===== src/rtl/cpa_pkg.sv =====
package cpa_pkg;
   typedef enum logic [2:0] {
      OP_NONE = 3'd0,
      OP_CFG  = 3'd1,
      OP_MTA  = 3'd2,
      OP_MTB  = 3'd3,
      OP_MFA  = 3'd4,
      OP_EXEC = 3'd5
   } cpa_op_e;

   typedef enum logic [0:0] {
      ST_IDLE  = 1'b0,
      ST_FETCH = 1'b1
   } cpa_state_e;
endpackage


===== src/rtl/cpa_cycle_ctr.sv =====
module cpa_cycle_ctr #(
   parameter int CNT_W = 16
) (
   input  logic             clk,
   input  logic             rst_n,
   input  logic             load,
   input  logic [CNT_W-1:0] load_val,
   output logic             busy
);
   logic [CNT_W-1:0] remain;

   always_ff @(posedge clk or negedge rst_n) begin
      if (!rst_n)           remain <= '0;
      else if (load)        remain <= load_val;
      else if (remain != 0) remain <= remain - 1'b1;
   end

   assign busy = (remain != '0);
endmodule


===== src/rtl/cpa_cfg_cache.sv =====
module cpa_cfg_cache #(
   parameter int ID_W    = 8,
   parameter int SLOTS   = 4,
   parameter bit USE_LRU = 1'b1,
   localparam int SLOT_W = $clog2(SLOTS)
) (
   input  logic              clk,
   input  logic              rst_n,
   input  logic [ID_W-1:0]   lk_id,
   output logic              hit,
   output logic [SLOT_W-1:0] hit_slot,
   output logic [SLOT_W-1:0] victim,
   input  logic              fill_en,
   input  logic [SLOT_W-1:0] fill_slot,
   input  logic [ID_W-1:0]   fill_id,
   input  logic              touch_en,
   input  logic [SLOT_W-1:0] touch_slot
);
   logic [ID_W-1:0] tag   [SLOTS];
   logic [SLOTS-1:0] valid;
   logic [SLOTS-1:0] match;

   for (genvar g = 0; g < SLOTS; g++) begin : g_entry
      assign match[g] = valid[g] && (tag[g] == lk_id);
      always_ff @(posedge clk or negedge rst_n) begin
         if (!rst_n) begin
            valid[g] <= 1'b0;
            tag[g]   <= '0;
         end else if (fill_en && fill_slot == SLOT_W'(g)) begin
            valid[g] <= 1'b1;
            tag[g]   <= fill_id;
         end
      end
   end

   always_comb begin
      hit      = |match;
      hit_slot = '0;
      for (int i = SLOTS - 1; i >= 0; i--)
         if (match[i]) hit_slot = SLOT_W'(i);
   end

   logic              have_empty;
   logic [SLOT_W-1:0] empty_slot;
   logic [SLOT_W-1:0] evict_slot;

   always_comb begin
      have_empty = 1'b0;
      empty_slot = '0;
      for (int i = SLOTS - 1; i >= 0; i--)
         if (!valid[i]) begin
            have_empty = 1'b1;
            empty_slot = SLOT_W'(i);
         end
   end

   if (USE_LRU) begin : g_lru
      logic [SLOT_W-1:0] age [SLOTS];
      always_ff @(posedge clk or negedge rst_n) begin
         if (!rst_n) begin
            for (int i = 0; i < SLOTS; i++) age[i] <= SLOT_W'(i);
         end else if (touch_en) begin
            for (int i = 0; i < SLOTS; i++) begin
               if (touch_slot == SLOT_W'(i))    age[i] <= '0;
               else if (age[i] < age[touch_slot]) age[i] <= age[i] + 1'b1;
            end
         end
      end
      always_comb begin
         evict_slot = '0;
         for (int i = 0; i < SLOTS; i++)
            if (age[i] == SLOT_W'(SLOTS - 1)) evict_slot = SLOT_W'(i);
      end
   end else begin : g_rr
      logic [SLOT_W-1:0] ptr;
      always_ff @(posedge clk or negedge rst_n) begin
         if (!rst_n)       ptr <= '0;
         else if (fill_en) ptr <= (ptr == SLOT_W'(SLOTS - 1)) ? '0 : ptr + 1'b1;
      end
      assign evict_slot = ptr;
   end

   assign victim = have_empty ? empty_slot : evict_slot;
endmodule


===== src/rtl/cpa_ctrl.sv =====
module cpa_ctrl #(
   parameter int DATA_W  = 32,
   parameter int ID_W    = 8,
   parameter int CNT_W   = 16,
   parameter int SLOTS   = 4,
   parameter bit USE_LRU = 1'b1,
   localparam int SLOT_W = $clog2(SLOTS)
) (
   input  logic              clk,
   input  logic              rst_n,
   input  logic              cmd_valid,
   input  logic [2:0]        cmd_op,
   input  logic [ID_W-1:0]   cmd_cfg_id,
   input  logic [DATA_W-1:0] cmd_data,
   input  logic [CNT_W-1:0]  cmd_cycles,
   output logic [DATA_W-1:0] rsp_data,
   output logic              rsp_valid,
   output logic              stall,
   output logic [SLOT_W-1:0] arr_cfg_slot,
   output logic              arr_cfg_live,
   output logic [DATA_W-1:0] arr_opa,
   output logic [DATA_W-1:0] arr_opb,
   input  logic [DATA_W-1:0] arr_result,
   output logic              arr_start,
   output logic              fetch_req,
   output logic [ID_W-1:0]   fetch_id,
   output logic [SLOT_W-1:0] fetch_slot,
   input  logic              fetch_done
);
   import cpa_pkg::*;

   if (SLOTS < 2 || (1 << SLOT_W) != SLOTS) begin : g_bad_slots
      $error("SLOTS must be a power of two of at least 2");
   end
   if (DATA_W < 1 || ID_W < 1 || CNT_W < 1) begin : g_bad_width
      $error("widths must be positive");
   end

   cpa_state_e        state;
   logic              accept, do_cfg, do_exec;
   logic              hit, ctr_busy;
   logic [SLOT_W-1:0] hit_slot, victim;
   logic              fill_en, touch_en;
   logic [SLOT_W-1:0] touch_slot;

   assign accept  = cmd_valid && !stall;
   assign do_cfg  = accept && cmd_op == OP_CFG;
   assign do_exec = accept && cmd_op == OP_EXEC;
   assign stall   = (state == ST_FETCH) || ctr_busy;
   assign fetch_req = (state == ST_FETCH);

   assign fill_en    = (state == ST_FETCH) && fetch_done;
   assign touch_en   = fill_en || (do_cfg && hit);
   assign touch_slot = fill_en ? fetch_slot : hit_slot;

   cpa_cfg_cache #(.ID_W(ID_W), .SLOTS(SLOTS), .USE_LRU(USE_LRU)) u_cache (
      .clk(clk), .rst_n(rst_n),
      .lk_id(cmd_cfg_id), .hit(hit), .hit_slot(hit_slot), .victim(victim),
      .fill_en(fill_en), .fill_slot(fetch_slot), .fill_id(fetch_id),
      .touch_en(touch_en), .touch_slot(touch_slot)
   );

   cpa_cycle_ctr #(.CNT_W(CNT_W)) u_ctr (
      .clk(clk), .rst_n(rst_n),
      .load(do_exec), .load_val(cmd_cycles), .busy(ctr_busy)
   );

   always_ff @(posedge clk or negedge rst_n) begin
      if (!rst_n) begin
         state        <= ST_IDLE;
         fetch_id     <= '0;
         fetch_slot   <= '0;
         arr_cfg_slot <= '0;
         arr_cfg_live <= 1'b0;
      end else if (state == ST_FETCH) begin
         if (fetch_done) begin
            state        <= ST_IDLE;
            arr_cfg_slot <= fetch_slot;
            arr_cfg_live <= 1'b1;
         end
      end else if (do_cfg) begin
         if (hit) begin
            arr_cfg_slot <= hit_slot;
            arr_cfg_live <= 1'b1;
         end else begin
            state      <= ST_FETCH;
            fetch_id   <= cmd_cfg_id;
            fetch_slot <= victim;
         end
      end
   end

   always_ff @(posedge clk or negedge rst_n) begin
      if (!rst_n) begin
         arr_opa   <= '0;
         arr_opb   <= '0;
         rsp_data  <= '0;
         rsp_valid <= 1'b0;
         arr_start <= 1'b0;
      end else begin
         rsp_valid <= accept && cmd_op == OP_MFA;
         arr_start <= do_exec;
         if (accept && cmd_op == OP_MTA) arr_opa  <= cmd_data;
         if (accept && cmd_op == OP_MTB) arr_opb  <= cmd_data;
         if (accept && cmd_op == OP_MFA) rsp_data <= arr_result;
      end
   end
endmodule



===== config.mk =====
export PLATFORM = sky130hd
export DESIGN_NAME = cpa_ctrl
export DESIGN_NICKNAME = d
export VERILOG_FILES = /design/src/rtl/cpa_pkg.sv /design/src/rtl/cpa_cycle_ctr.sv /design/src/rtl/cpa_cfg_cache.sv /design/src/rtl/cpa_ctrl.sv
export SDC_FILE = /design/constraint.sdc
export NUM_CORES = 1
export LEC_CHECK = 0
export BUFFER_PORTS_ARGS = -buffer_cell sky130_fd_sc_hd__buf_2
export CAP_MARGIN = 10
export CORE_ASPECT_RATIO = 1.4
export CORE_UTILIZATION = 53
export DETAILED_ROUTE_END_ITERATION = 8
export PLACE_DENSITY = 0.87
export SLEW_MARGIN = 20
export SYNTH_ARGS = -nofsm -noshare
export SYNTH_HDL_FRONTEND = slang
export SYNTH_SLANG_ARGS = --single-unit

===== constraint.sdc =====
create_clock -name clk -period 2.9 [get_ports clk]
set_input_delay 0.58 -clock clk [delete_from_list [all_inputs] [get_ports clk]]
set_output_delay 0.58 -clock clk [all_outputs]
set_load 0.02 [all_outputs]

Word level (Yosys, flattened, before mapping)
Index checks and enable logic that the tools add are counted.
Widths: inputs -> output; s select.
{"block": "totals", "reg_bits": 172, "inputBits": 95, "output_inout_bits": 113, "word_cells": 133}
{"block": "classes", "addsub": 5, "n_lt_le_gt_ge": 5, "eq_ne": 19, "mux": 42, "n_bitwise": 3, "n_reduce_logical": 36}
{"operator": "$mux 2", "count": 26}
{"operator": "$eq 8x8->1", "count": 4}
{"operator": "$mux 16", "count": 2}
{"operator": "$logic_and 1x1->1", "count": 16}
{"operator": "$reduce_bool 16->1", "count": 1}
{"operator": "$sub 16x1->16 const B", "count": 1}
{"operator": "$eq 2x2->1 const B", "count": 7}
{"operator": "$reduce_bool 2->1", "count": 7}
{"operator": "$mux 1", "count": 13}
{"operator": "$add 2x1->2 const B", "count": 4}
{"operator": "$lt 2x2->1", "count": 4}
{"operator": "$reduce_and 2->1", "count": 4}
{"operator": "$eq 3x2->1 const B", "count": 2}
{"operator": "$eq 3x3->1 const B", "count": 2}
{"operator": "$reduce_and 3->1", "count": 2}
{"operator": "$bmux 2 s2", "count": 1}
{"operator": "$eq 2x1->1 const B", "count": 2}
{"operator": "$logic_not 2->1", "count": 2}
{"operator": "$reduce_or 4->1", "count": 1}
{"operator": "$eq 3x1->1 const B", "count": 1}
{"operator": "$ge 3x3->1 const B", "count": 1}
{"operator": "$not 2->3", "count": 1}
{"operator": "$logic_or 1x1->1", "count": 2}
{"operator": "$ne 2x2->1 const B", "count": 1}
{"operator": "2 further kinds", "count": 3}

Logic depth before layout (Yosys ltp)
Gate-level depths: netlist (run 1).
{"block": "logic_depth", "depth_word": 14, "mapped_depth": 12, "ltp_nobuf": 10}

Cells and area by module
Synthesis (run 1) repeated with hierarchy kept, for this count alone.
{"block": "hier_totals", "hier_cells": 571, "area_unflattened_um2": 7716.2}
{"module": "cpa_ctrl", "instances": 1, "cells_each": 252, "area_each_um2": 4262.8, "seq_area_each_um2": 2802.7}
{"module": "cpa_cfg_cache", "instances": 1, "cells_each": 214, "area_each_um2": 2446.1, "seq_area_each_um2": 1106.1}
{"module": "cpa_cycle_ctr", "instances": 1, "cells_each": 105, "area_each_um2": 1007.2, "seq_area_each_um2": 400.4}

Least setup slack after synthesis (run 1)
OpenSTA, ideal clock, no wires.
{"block": "synth_path", "path_kind": "in2reg", "start": "input cmd_cfg_id[2]", "end": "register u_cache.g_lru.age[2] (netlist name)", "setup_ps": 123, "arrival_time_ps": 2625, "required_ps": 2777, "setup_slack_ps": 152, "stages": 9, "path_buffers": 1, "cell_sequence": "buf_4 -> xor2_1 -> nor4_2 -> nand4_1 -> a21oi_2 -> o21a_4 -> mux4_2 -> o21a_1 -> o221a_1"}
{"block": "synth_between", "elab_chain_cells": 14, "word_cells_on_any_way": 25, "classes_between": "order compare (1); eq/ne (5); mux (9); bitwise (1); reduce/logical (9)"}
{"item": "from (decl)", "line": "cpa_ctrl.sv:13", "source": "input logic [ID_W-1:0] cmd_cfg_id,"}
{"item": "$eq 8x8->1", "line": "cpa_cfg_cache.sv:24", "source": "assign match[g] = valid[g] && (tag[g] == lk_id);"}
{"item": "$logic_and 1x1->1", "line": "cpa_cfg_cache.sv:24"}
{"item": "$mux 2 (4 in series)", "line": "cpa_cfg_cache.sv:40", "source": "if (match[i]) hit_slot = SLOT_W'(i);"}
{"item": "$mux 2", "line": "cpa_ctrl.sv:54", "source": "assign touch_slot = fill_en ? fetch_slot : hit_slot;"}
{"item": "$not 2->3 (not written as such)", "line": "cpa_cfg_cache.sv:65", "source": "else if (age[i] < age[touch_slot]) age[i] <= age[i] + 1'b1;"}
{"item": "$bmux 2 s2", "line": "cpa_cfg_cache.sv:65"}
{"item": "$mux 2 (not written as such) (2 in series)", "line": "cpa_cfg_cache.sv:65"}
{"item": "$lt 2x2->1", "line": "cpa_cfg_cache.sv:65"}
{"item": "$reduce_bool 2->1 (no line)"}
{"item": "$reduce_and 2->1 (no line)"}
{"item": "to (signal, indexed assignment)", "line": "cpa_cfg_cache.sv:64", "source": "if (touch_slot == SLOT_W'(i)) age[i] <= '0;"}
{"item": "to (decl)", "line": "cpa_cfg_cache.sv:58", "source": "logic [SLOT_W-1:0] age [SLOTS];"}
Parallel ways exist; a longest one is shown, timed or not. The select of a mux whose other input is x is not followed.
A chain may end at the register's enable or synchronous reset.

Final worst setup path (run 1)
{"block": "layout_path", "start": "register u_ctr.remain[0]", "end": "register rsp_data[22]"}
{"block": "layout_between", "elab_chain_cells": 5}
{"item": "from (decl)", "line": "cpa_cycle_ctr.sv:10", "source": "logic [CNT_W-1:0] remain;"}
{"item": "from (signal assigned)", "line": "cpa_cycle_ctr.sv:14", "source": "else if (load) remain <= load_val;"}
{"item": "from (signal assigned)", "line": "cpa_cycle_ctr.sv:15", "source": "else if (remain != 0) remain <= remain - 1'b1;"}
{"item": "$reduce_bool 16->1", "line": "cpa_cycle_ctr.sv:18", "source": "assign busy = (remain != '0);"}
{"item": "$logic_or 1x1->1", "line": "cpa_ctrl.sv:49", "source": "assign stall = (state == ST_FETCH) || ctr_busy;"}
{"item": "$logic_not 1->1", "line": "cpa_ctrl.sv:46", "source": "assign accept = cmd_valid && !stall;"}
{"item": "$logic_and 1x1->1", "line": "cpa_ctrl.sv:46"}
{"item": "$logic_and 1x1->1", "line": "cpa_ctrl.sv:105", "source": "if (accept && cmd_op == OP_MFA) rsp_data <= arr_result;"}
{"item": "to (signal assigned)", "line": "cpa_ctrl.sv:105"}
{"item": "to (decl)", "line": "cpa_ctrl.sv:16", "source": "output logic [DATA_W-1:0] rsp_data,"}
No other way between the ends.

==> results of run 1 <==
worst max-delay path, cell delays in order (launching register included):
cell       delay, ns
dfrtp_1         0.42
inv_1           0.12
ha_2            0.23
nand3b_1        0.12
nand2b_2        0.25
nor4_4          0.32
nand2_2         0.15
nor2_4          0.16
nand2_1         0.10
nor2_4          0.20
clkbuf_16       0.22
mux2_1          0.34
layer usage:
| metal | part of all wire, % | wire (um) |
|---|---|---|
| met5 | 0 | 0 |
| met4 | 3.3 | 602 |
| met3 | 5.4 | 981 |
| met2 | 53 | 9600 |
| met1 | 38 | 6890 |
worst min path at each step:
stage	startpoint	endpoint	slack (ns)	cells past startpoint
after floorplan	rst_n	arr_cfg_live	0.28	0
after global placement	arr_cfg_live	arr_cfg_live	0.45	1
after detailed placement	arr_cfg_live	arr_cfg_live	0.45	1
after CTS	rst_n	arr_opa[26]	0.17	1
after global routing	rst_n	arr_opb[24]	0.20	1
final	rst_n	arr_opb[4]	0.16	1
power by group through the flow:
stage / combinational [mW] / clock [mW] / sequential, mW
detailed placement: 0.194 / 0 / 2.45
global route: 0.215 / 2.67 / 2.41
floorplan: 0.0470 / 0 / 2.46
finish: 0.192 / 2.53 / 2.41
CTS: 0.195 / 2.57 / 2.41
global placement: 0.190 / 0 / 2.45
state kept, by name (all words and copies together) (netlist names):
name	count
u_cache.valid	4
u_cache.g_lru.age	8
u_cache.tag	32
u_ctr.remain	16
rsp_valid	1
arr_cfg_slot	2
rsp_data	32
arr_start	1
fetch_req	1
fetch_slot	2
arr_opa	32
fetch_id	8
arr_opb	32
arr_cfg_live	1
through the flow:
stage	instances	instance area, um^2	worst slack, ns
after floorplan	577	7650	0.152
after global placement	969	9030	0.0218
after detailed placement	969	9030	-0.0368
after CTS	1000	9690	0.0616
after global routing	1004	9760	-0.0402
final	1005	9770	0.157
cell type report:
cell class                      count  area (um^2)
Sequential cell                   172         4310
Tap cell                          185          231
Inverter                            8         30.0
Multi-Input combinational cell    371         3190
Timing Repair Buffer              236         1340
Clock buffer                       18          429
Fill cell                        1009         4210
Clock inverter                     13          226
Antenna cell                        2         5.00
cell usage in the layout (no fill, tap or decap), drive strengths merged, types with 3 or more instances in the layout:
master  instances
a221o           4
o221a           4
o21ai          19
buf           235
nand2          36
nand4           6
clkbuf         19
nor2b           5
mux2          136
dfstp           4
nor2           18
a21oi          12
xor2            9
nand2b         14
xnor2          32
or2             3
bufinv          5
ha              4
inv            14
and3            5
nor4            5
dfrtp         168
nor3           13
nand3          11
or3             6
cell families after synthesis:
family | synth area share (%)
AOI/OAI and AO/OA | 5.46
xor gates and xnor gates | 4.69
adders and majority gates | 0.654
buffers and inverters | 2.45
DFF | 56.3
muxes | 20.6
and+or+nand+nor | 9.86
what timing repair did:
action | 4_1_cts | 5_1_grt
endpoints found under the hold margin | 0 | 0
gates resized for setup | 0 | 8
setup endpoints to repair | 0 | 97
setup buffers | 0 | 2
==> impl_metrics.ini, run 1 <==
[timing]
post-route-period-util_pct = 94.6
tns_ns = 0
setup_viol_count_final = 0
slew_headroom_pct = 55.0
hold_viol_final = 0
fmax_ghz = 0.365
fin_hold_ws_ns = 0.158
worst_pin_slew_ns = 0.674
finalCriticalPeriod_ns = 2.74
fin_skew_ns = 0.0102
final-max-slew-violation-count = 0

[power]
sw_frac_of_total_pct = 21.3
p_int_mw = 4.04
combinationalPowerShare_pct = 3.7
seq_power_share_pct = 46.9
finalPower_mw = 5.13
p_sw_mw = 1.09
powerDensity_nw_per_um2 = 525
ir_drop_mv = 0.383
clock_power_share_pct = 49.3
power.leakage_nw = 5.29

[place]
globalplace.congestion = 0.976
portBuffers = 207
dp_hpwl_mm = 13.3

[status]
status = finished clean

[setup_path]
reg2reg_slack_ns = 0.16
r2r-end = rsp_data[22]
worstSetupStartpointType = register
rr_startpoint = u_ctr.remain[0]
r2r_cells = 11
crit_fanout = 16
critPathCaptureType = register
crit_start = u_ctr.remain[0]
cp.arrival_ns = 3.04
required_ns = 3.19
crit_type = register to register
cp-endpoint = rsp_data[22]

[floorplanning]
die_width_um = 104
die_y_um = 144
core-area_um2 = 14000
initial_utilization_pct = 54.7
dieArea_um2 = 14900
num_rows = 51
ios = 208

[finish]
syn2layout_area_growth_pct = 27.7
final_nets = 905
final_util_pct = 69.9
drive_gt1_share_pct = 41.0

[drt]
viasPerCell = 5.45
firstDrtPassIters = 4
drt-initial-drc-count = 260
totalWireLength_mm = 18.1
wire_per_inst_um = 18.0
vias = 5477
drtAntennaViolNets = 0
remaining_drc_errors = 0

[yosys]
synth-seq-area-share_pct = 56.3
yosys_warnings = 0
synth.area.top_cells = dfrtp_1, mux2_1, mux2_2
ys_ff_latch = 172
post-synth-top-area-cell = dfrtp_1
synth_commonest_cells = dfrtp_1, mux2_1, nand2_1, mux2_2, xnor2_1
synth_edf_count = 0
syn_inst = 577
synth_most_common_cell = dfrtp_1
synth_cell_type_count = 59
synth_nets = 676
synth_ff_type = dfrtp_1
syn_area_um2 = 7650
synthArstFlopShare_pct = 100
postSynthAreaPerCell_um2 = 13.3
synth_top_area_share_pct = 54.9

[global_route]
grt_overflow = 0
grt_use_met2_pct = 45.8
antenna_found_initial = 2
use_met1_pct = 27.8
grt_max_degree = 67
grt-busiest-layer = met2
grt_pass1_wl_mm = 29.0
gr-usage-all-layers_pct = 25.0
grt_pass1_vias = 5711
grt_util_met3_pct = 4.87

[clock_network]
clk_pin_slew_ns = 0.07
cts-hold-fix-buffers = 0
clock-sinks = 172
cts-root-buf = clkbuf_16
clk_latency_ns = 0.41
cts_max_path_buffers = 2
cts_tree = done
cts_buffers = 17
htreeDepth = 4

[hold_path]
hp-class = primary input to async pin

[flow_run]
maxCapViolCount = 0
(Power assumes the default switching activity.)
==> run 2, diff against run 1 <==
--- a/config.mk
+++ b/config.mk
@@ -11,6 +11,7 @@
 export CORE_UTILIZATION = 53
 export DETAILED_ROUTE_END_ITERATION = 8
 export PLACE_DENSITY = 0.87
+export SETUP_SLACK_MARGIN = 0.5
 export SLEW_MARGIN = 20
 export SYNTH_ARGS = -nofsm -noshare
 export SYNTH_HDL_FRONTEND = slang
==> impl_metrics.ini, run 2 (synthesis results as in run 1) <==
[status]
status = finished clean

[global_route]
antenna_found_initial = 0
grt_pass1_wl_mm = 31.9
grt_pass1_vias = 5857
grt_max_degree = 62
grt_overflow = 0
gr-usage-all-layers_pct = 27.8

[setup_path]
slowest_stage = dfrtp_2
crit_buf_inv = 1
crit_type = register to output pin
cp.arrival_ns = 2.08
worstSetupStartpointType = register
required_ns = 2.32
cp_top_family = simple AND/OR/NAND/NOR gates
crit_fanout = 3
critPathMaxStageDelay_ns = 0.43
path_cells = nor4_4 -> nand3b_1 -> nand3b_4 -> nor4_4 -> nand2_2 -> buf_6
critPathCaptureType = output pin
cp_common_cell = nor4_4

[clock_network]
clk_latency_ns = 0.41
cts-hold-fix-buffers = 0
htreeDepth = 4
clock-sinks = 172
cts_tree = done
cts_max_path_buffers = 2
cts_buffers = 17
cts-root-buf = clkbuf_16
clk_pin_slew_ns = 0.07

[power]
p_sw_mw = 1.16
clock_power_share_pct = 45.5
ir_drop_mv = 0.369
finalPower_mw = 4.78
powerDensity_nw_per_um2 = 457
power.leakage_nw = 5.46
combinationalPowerShare_pct = 4.1
seq_power_share_pct = 50.4
sw_frac_of_total_pct = 24.2
p_int_mw = 3.62

[timing]
slew_headroom_pct = 57.6
final-max-slew-violation-count = 0
fin_skew_ns = 0.0116
tns_ns = 0
fmax_ghz = 0.377
setup_viol_count_final = 0
post-route-period-util_pct = 91.6
finalCriticalPeriod_ns = 2.66
hold_viol_final = 0
worst_pin_slew_ns = 0.634
setup_ws_ns = 0.245
rsz0062_at_grt = true

[drt]
viasPerCell = 5.68
drt-initial-drc-count = 237
remaining_drc_errors = 0
wire_per_inst_um = 20.7
firstDrtPassIters = 6
vias = 5824
drtAntennaViolNets = 0
totalWireLength_mm = 21.2

[place]
post-place-cells = 963
dpl_worst_slack_ns = -0.0824
portBuffers = 207
globalplace.congestion = 0.952
dp_hpwl_mm = 12.6

[finish]
final_cell_mix = buf_2, dfrtp_1, mux2_4
final_common_cell = buf_2
nFillCells = 885
antenna_cells = 0
drive_gt1_share_pct = 53.6
syn2layout_area_growth_pct = 36.6
fin_cells = 1026
final_nets = 927

[floorplanning]
initial_utilization_pct = 54.7
ios = 208
core-area_um2 = 14000
die_width_um = 104
dieArea_um2 = 14900
num_rows = 51
die_y_um = 144

[hold_path]
hp-class = primary input to async pin

[flow_run]
maxCapViolCount = 0
run 2: cell types whose count changed in the layout (fill, tap and decap cells not counted), sizes merged:
cell / previous run / this run
buf: 235 / 255
bufinv: 5 / 0
inv: 14 / 16
diode: 2 / 0
clkbuf: 19 / 22
clkinv: 1 / 2
clkinvlp: 1 / 3
run 2: what timing repair did:
item / CTS / global route
gates resized for setup: 75 / 59
pin swaps: 14 / 29
endpoints found under the setup margin: 130 / 132
gates cloned: 5 / 5
buffers inserted: 15 / 6
run 2: path summary, 6_finish.rpt:
check / startpoint / to / slack (ns) / cells past startpoint
setup / recovery: u_ctr.remain[3] / stall / 0.24 / 6
hold / removal: rst_n / arr_opb[5] / 0.14 / 1
setup reg to reg: u_ctr.remain[3] / rsp_data[29] / 0.25 / 11
hold reg to reg: arr_cfg_live / arr_cfg_live / 0.48 / 1
max in group asynchronous: rst_n / u_cache.g_lru.age[0] / 1.95 / 2
min in group clk: cmd_cycles[4] / u_ctr.remain[4] / 0.37 / 3
run 2: metrics by stage:
stage / hold WS (ns) / instance area (um^2) / utilization, %
3_5_place_dp: 0.449 / 9000 / 64.4
3_3_place_gp: 0.450 / 9000 / 64.4
4_1_cts: 0.149 / 10100 / 72.3
5_1_grt: 0.164 / 10500 / 74.8
2_1_floorplan: 0.284 / 7670 / -
6_report: 0.136 / 10500 / 74.8
run 2: metal layers:
metal	vias up	share of wire, %	routed length (um)	GRT usage [%]
met4	0	3.3	695	11.5
met5	-	0	0	0
li1	2566	-	-	-
met3	59	5.6	1180	5.90
met2	261	53	11200	49.6
met1	2938	39	8180	32.8
run 2: area by class of cell:
cell class	instances	area, um^2	share of cell area, %
flip-flops and latches	172	4310	41.2
multi-input cells	371	3610	34.6
repair buffers	258	1710	16.3
clock buffers	19	433	4.14
well taps	185	231	2.21
clock inverters	13	125	1.20
inverters	8	30.0	0.287
run 2: power by group through the flow:
stage / logic, mW / clock network (mW) / registers (mW)
global placement: 0.182 / 0 / 2.45
floorplan: 0.0481 / 0 / 2.46
detailed placement: 0.188 / 0 / 2.45
finish: 0.196 / 2.17 / 2.41
CTS: 0.192 / 2.19 / 2.41
global route: 0.216 / 2.31 / 2.41
